**src/rtl/eemb_pkg.sv**
```systemverilog
package eemb_pkg;
  localparam int ADDR_W    = 8;
  localparam int DATA_W    = 16;
  localparam int ROM_BYTES = 64;
  localparam int OFF_W     = $clog2(ROM_BYTES);

  localparam logic [ADDR_W-1:0] REG_SELECT = 8'h12;
  localparam logic [ADDR_W-1:0] REG_DATA   = 8'h42;

  localparam logic [DATA_W-1:0] ALL_ONES   = '1;

  // select code recognised for each slot index
  function automatic logic [DATA_W-1:0] slot_code(input int idx);
    case (idx)
      0:       slot_code = 16'h1700;
      1:       slot_code = 16'h1D00;
      2:       slot_code = 16'h3500;
      default: slot_code = 16'h0000;
    endcase
  endfunction
endpackage

```
**src/rtl/eemb_select_dec.sv**
```systemverilog
module eemb_select_dec
  import eemb_pkg::*;
#(
  parameter int NSLOTS = 3,
  localparam int IDX_W = (NSLOTS > 1) ? $clog2(NSLOTS) : 1
) (
  input  logic [DATA_W-1:0] code,
  output logic              hit,
  output logic [IDX_W-1:0]  idx
);
  logic [NSLOTS-1:0] match;

  for (genvar s = 0; s < NSLOTS; s++) begin : g_cmp
    assign match[s] = (code == slot_code(s));
  end

  always_comb begin
    hit = |match;
    idx = '0;
    for (int s = 0; s < NSLOTS; s++)
      if (match[s]) idx = IDX_W'(s);
  end
endmodule

```
**src/rtl/eemb_cmd_seq.sv**
```systemverilog
module eemb_cmd_seq
  import eemb_pkg::*;
(
  input  logic             clk,
  input  logic             rst,
  input  logic             cmd_wr,
  input  logic [OFF_W-1:0] cmd_off,
  input  logic             take,
  output logic             ptr,
  output logic             valid,
  output logic [OFF_W-1:0] offset
);
  always_ff @(posedge clk) begin
    if (rst) begin
      ptr    <= 1'b0;
      valid  <= 1'b0;
      offset <= '0;
    end else begin
      if (take) valid <= 1'b0;
      if (cmd_wr) begin
        if (!ptr) begin
          offset <= cmd_off;
          ptr    <= 1'b1;
        end else begin
          ptr    <= 1'b0;
          valid  <= 1'b1;
        end
      end
    end
  end
endmodule

```
**src/rtl/eemb_word_fetch.sv**
```systemverilog
module eemb_word_fetch
  import eemb_pkg::*;
#(
  parameter int NSLOTS = 3,
  localparam int IDX_W = (NSLOTS > 1) ? $clog2(NSLOTS) : 1,
  localparam int ROM_W = NSLOTS * ROM_BYTES * 8
) (
  input  logic [ROM_W-1:0]  rom,
  input  logic [NSLOTS-1:0] present,
  input  logic              hit,
  input  logic [IDX_W-1:0]  idx,
  input  logic [OFF_W-1:0]  offset,
  output logic [DATA_W-1:0] word
);
  logic [OFF_W-1:0] off_next;
  logic [7:0]       hi_b, lo_b;

  assign off_next = offset + 1'b1;

  always_comb begin
    hi_b = rom[(int'(idx) * ROM_BYTES + int'(offset))   * 8 +: 8];
    lo_b = rom[(int'(idx) * ROM_BYTES + int'(off_next)) * 8 +: 8];
    if (hit && present[idx]) word = {hi_b, lo_b};
    else                     word = ALL_ONES;
  end
endmodule

```
**src/rtl/eemb_mailbox.sv**
```systemverilog
module eemb_mailbox
  import eemb_pkg::*;
#(
  parameter int NSLOTS = 3,
  localparam int IDX_W = (NSLOTS > 1) ? $clog2(NSLOTS) : 1,
  localparam int ROM_W = NSLOTS * ROM_BYTES * 8
) (
  input  logic              clk,
  input  logic              rst,
  input  logic              req_valid,
  output logic              req_ready,
  input  logic              req_write,
  input  logic [ADDR_W-1:0] req_addr,
  input  logic [DATA_W-1:0] req_wdata,
  output logic              rsp_valid,
  input  logic              rsp_ready,
  output logic [DATA_W-1:0] rsp_rdata,
  input  logic [NSLOTS-1:0] card_present,
  input  logic [ROM_W-1:0]  card_rom
);
  logic              acc, acc_rd, acc_wr;
  logic [DATA_W-1:0] sel_code;
  logic              sel_hit;
  logic [IDX_W-1:0]  sel_idx;
  logic              cmd_ptr, cmd_valid;
  logic [OFF_W-1:0]  cmd_offset;
  logic [DATA_W-1:0] fetched, rd_mux;
  logic              rsp_q;

  assign req_ready = !rsp_q;
  assign rsp_valid = rsp_q;
  assign acc    = req_valid && req_ready;
  assign acc_rd = acc && !req_write;
  assign acc_wr = acc && req_write;

  always_ff @(posedge clk) begin
    if (rst)                                    sel_code <= '0;
    else if (acc_wr && req_addr == REG_SELECT)  sel_code <= req_wdata;
  end

  eemb_select_dec #(.NSLOTS(NSLOTS)) u_dec (
    .code(sel_code), .hit(sel_hit), .idx(sel_idx)
  );

  eemb_cmd_seq u_seq (
    .clk(clk), .rst(rst),
    .cmd_wr(acc_wr && req_addr == REG_DATA),
    .cmd_off(req_wdata[OFF_W-1:0]),
    .take(acc_rd && req_addr == REG_DATA),
    .ptr(cmd_ptr), .valid(cmd_valid), .offset(cmd_offset)
  );

  eemb_word_fetch #(.NSLOTS(NSLOTS)) u_fetch (
    .rom(card_rom), .present(card_present), .hit(sel_hit),
    .idx(sel_idx), .offset(cmd_offset), .word(fetched)
  );

  always_comb begin
    rd_mux = '0;
    if (req_addr == REG_SELECT) begin
      rd_mux = ALL_ONES;
      rd_mux[NSLOTS-1:0] = ~card_present;
    end else if (req_addr == REG_DATA) begin
      rd_mux = cmd_valid ? fetched : ALL_ONES;
    end
  end

  always_ff @(posedge clk) begin
    if (rst) begin
      rsp_q     <= 1'b0;
      rsp_rdata <= '0;
    end else if (acc_rd) begin
      rsp_q     <= 1'b1;
      rsp_rdata <= rd_mux;
    end else if (rsp_ready) begin
      rsp_q     <= 1'b0;
    end
  end
endmodule

```
**config.mk**
```make
export PLATFORM = sky130hd
export DESIGN_NAME = eemb_mailbox
export DESIGN_NICKNAME = d
export VERILOG_FILES = /design/src/rtl/eemb_pkg.sv /design/src/rtl/eemb_select_dec.sv /design/src/rtl/eemb_cmd_seq.sv /design/src/rtl/eemb_word_fetch.sv /design/src/rtl/eemb_mailbox.sv
export SDC_FILE = /design/constraint.sdc
export NUM_CORES = 2
export LEC_CHECK = 0
export ABC_AREA = 0
export BUFFER_PORTS_ARGS = -buffer_cell sky130_fd_sc_hd__buf_2
export CORE_AREA = 2 2 623 625
export CTS_CLUSTER_DIAMETER = 30
export DETAILED_ROUTE_END_ITERATION = 10
export DIE_AREA = 0 0 625 627
export GPL_ROUTABILITY_DRIVEN = 0
export PLACE_DENSITY = 0.3
export REMOVE_ABC_BUFFERS = 1
export SLEW_MARGIN = 20
export SYNTH_ARGS = -nofsm -noshare
export SYNTH_HDL_FRONTEND = slang
export SYNTH_SLANG_ARGS = --single-unit
export TNS_END_PERCENT = 5
```
**constraint.sdc**
```tcl
create_clock -name clk -period 7.1 [get_ports clk]
set_input_delay 0.71 -clock clk [delete_from_list [all_inputs] [get_ports clk]]
set_output_delay 0.71 -clock clk [all_outputs]
set_load 0.01 [all_outputs]
```
==> results summary <==
The Yosys step of the flow raised 0 warnings. The sequential-to-total area share from yosys stat is 3.01%. The hold-fix buffer count after cts came out at 0. The number of CTS-inserted buffers came out at 5. The mean instance size in the synthesized netlist is 14.7 um^2.

Measured on the finished design, the core utilization comes to 10.7%. The overall via count from detail_route is 30000. The met1 routing resource usage after global routing came out at 16.6%. The HPWL reported at the end of detailed placement came out at 242 mm. The number of library cell types mapped by synthesis is 67.

The vias per cell came out at 3.57. The number of levels the H-tree was split into came out at 2. The number of I/O port buffers came out at 1585. On the critical path the largest part of the delay comes from multiplexers.

The number of core rows came out at 228. Across the run, the number of max-cap violations was 0. Synthesis handed over a netlist of 1852 instances. In this run the power density over the cells is 44.8 nW/um^2. The area growth from synthesis to layout came out at 51.4%. The fraction of final layout cells sized beyond drive strength 1 is 81.4%.

The number of setup buffers added after CTS is 0. The footprint of the flip-flops and latches came out at 843 um^2. The run finished with clean final reports. The clock sink count is 41. The peak per-stage delay on the critical path came out at 0.90 ns. TritonCTS built the clock tree. Gates resized during post-CTS repair numbered 0.

The leakage power figure came out at 0.0137 uW. Based on the critical path, the design can be clocked at up to 200 MHz. The worst hold path belongs to the class register to register.

The count of flip-flops with a built-in enable after synthesis came out at 0. The worst setup path is captured at a register. The number of failing setup endpoints in the final timing report came out at 0. The async set-reset flop share out of synthesis came out at 0%. The remaining max-slew budget at the tightest pin is 13.2%. The filler cell count is 44100.

The number of max-slew violations in the final report was 0. The chip width came out at 625 um. STA classifies the critical path startpoint as a register. The wire length of the first global-routing pass is 346 mm. In this run the remaining antenna-violating nets after routing total 0. The critical path goes through ha_4, buf_12, buf_12, mux4_2, mux4_2, mux2i_1, o22ai_1, o21ai_0, o21ai_0.

The cell with the biggest individual delay on the critical path is ha_4. The shortest period the worst path allows came out at 4.99 ns. The total negative slack is 0 ns.

Internal power comes to 1100 uW. The number of buffer and inverter instances along the worst setup path is 2. At the pin with the least slew margin, the transition time is 1.30 ns. The tightest hold path in the finished design has a slack of 0.482 ns.

The root buffer cell is clkbuf_16. For this run, the leading register cell type out of synthesis is dfxtp_1. The number of iterations in the first detailed-routing pass is 5.

In the global route stage, met2 resource usage came out at 24.4%. STA puts the critical path data arrival time at 5.24 ns. The peak supply drop came out at 0.116 mV. The pin count of the biggest net entering global routing is 157. The die area came out at 392000 um^2. The global routing stage identified its most utilized layer as met2. Power comes to 1850 uW. The net count reported at finish came out at 4847. Net switching is 40.8% of the power. The via count of the first global-routing pass came to 31300. The switching power is 755 uW.

The count of state elements after synthesis came out at 41. The final wirelength is 276 mm. The clock skew after layout is 0.0481 ns.

Global routing consumed, on the met3 layer, 2.89% of the routing resources. The number of failing hold endpoints at the final stage is 0. Pin placement for this block handled 1586 I/O pins. The global routing usage summed across all routing layers came out at 13.5%. The detailed-route wire length per cell is 32.9 um. The instance area after placement is 41000 um^2. The number of antenna violations at the first check in global routing is 204. The maximum clock insertion buffer count came out at 2. The multi-input logic area came out at 24900 um^2. The setup path with the least slack is of type register to register. Clock-pin slew was measured on the worst setup and hold paths at 0.14 ns. Setup repair after global routing left no endpoint under its margin. In this run, the clock network consumes 19.3% of the power. The initial standard-cell utilization of the core came out at 7.09%. Of the available clock period, the critical path in the final layout requires 70.3%. The residual overflow from global routing is 0. Per report_power, the combinational group accounts for 68.3% of the total. From bottom edge to top edge, the die measures 627 um. The endpoint required time on the critical path came out at 7.34 ns. The post-route standard cell area excluding fillers came out at 41300 um^2. The post-synthesis cell area came out at 27300 um^2. The register share of total power came out at 12.4%. The clock insertion delay at the later pin of the skew report is 0.38 ns.

The floorplan step defined a core boundary enclosing 385000 um^2. The DRC violation count after routing is 0. Along the worst path, the maximum fanout reaches 35. The number of design-rule violations left by the first detailed-router iteration came out at 1961.
## stage by stage
step	std cells	setup WS [ns]
6_report	8391	2.11
5_1_grt	8360	1.56
4_1_cts	8339	1.70
3_5_place_dp	8331	1.72
3_3_place_gp	8326	0.570
2_1_floorplan	1588	-31.87
## worst paths after layout
kind	from	end	slack, ns	cells past startpoint
min reg2reg	sel_code[5]	sel_code[5]	0.48	2
min	sel_code[5]	sel_code[5]	0.48	2
max	u_seq.offset[0]	rsp_rdata[6]	2.11	9
max reg2reg	u_seq.offset[0]	rsp_rdata[6]	2.11	9
## registers in the layout, summed over array words and instances, names as in the netlist
register / flops
rsp_rdata: 16
rsp_valid: 1
sel_code: 16
u_seq.offset: 6
u_seq.ptr: 1
u_seq.valid: 1
## power groups by stage
stage | clock network (uW) | registers (uW) | logic [uW]
2_1_floorplan | 0 | 238 | 457
3_3_place_gp | 0 | 235 | 1260
3_5_place_dp | 0 | 235 | 1270
4_1_cts | 410 | 230 | 1280
5_1_grt | 404 | 230 | 1340
6_report | 357 | 230 | 1260
## cells in the mapped netlist, drive strengths merged, types with 9 or more instances
| master | number | area [um^2] |
|---|---|---|
| nand2b | 9 | 56.3 |
| a21oi | 47 | 235 |
| dfxtp | 41 | 821 |
| a221oi | 21 | 190 |
| nor3 | 19 | 95.1 |
| nand3b | 10 | 75.1 |
| clkbuf | 37 | 146 |
| nor4 | 12 | 81.3 |
| nor3b | 18 | 135 |
| mux2 | 12 | 135 |
| nand3 | 48 | 240 |
| buf | 227 | 1570 |
| nor2 | 34 | 128 |
| o21ai | 24 | 120 |
| mux2i | 99 | 991 |
| a31oi | 10 | 62.6 |
| mux4 | 918 | 20700 |
| nand2 | 136 | 510 |
## layout make-up
class	count	share of cell area, %
Tap cell	5060	15.3
Antenna cell	52	0.315
Multi-Input combinational cell	1541	60.3
Inverter	6	0.0878
Sequential cell	41	2.04
Clock inverter	3	0.106
Clock buffer	5	0.303
Timing Repair Buffer	1683	21.5
## layout by cell type (no fill, tap or decap), types with 20 or more instances in the layout
master,netlist,layout
mux2i_1,99,98
mux4_2,918,918
diode_2,0,52
nor2_1,34,29
buf_2,113,1585
a221oi_1,20,20
nand2_1,136,135
dfxtp_1,41,35
nand3_1,48,48
o21ai_0,24,21
buf_4,67,81
a21oi_1,47,46
## routing by layer
metal	up-vias	wire length, um	part of all wire [%]
met1	16100	112000	40
met2	1750	142000	52
met3	363	16800	6.1
met4	92	4570	1.7
met5	-	621	0.22
li1	11600	-	-
## worst reg2reg max path, stage by stage (launching register included)
cell	delay [ns]
dfxtp_4	0.88
ha_4	0.98
buf_12	0.42
buf_12	0.41
mux4_2	0.62
mux4_2	0.47
mux2i_1	0.53
o22ai_1	0.23
o21ai_0	0.22
o21ai_0	0.10
## cell families (layout without fill, tap and decap cells)
family          after synthesis  after routing  share of synthesized area, %
compound gates              176            176                          4.47
xor+xnor                      8              8                         0.312
fa+ha+maj                     1              1                        0.0458
buf+inv                     270           1697                          6.37
flops                        41             41                          3.01
mux                        1029           1029                          79.9
other cells                   0             52                             0
simple gates                327            327                          5.91
Power figures use the tool's default switching activity.
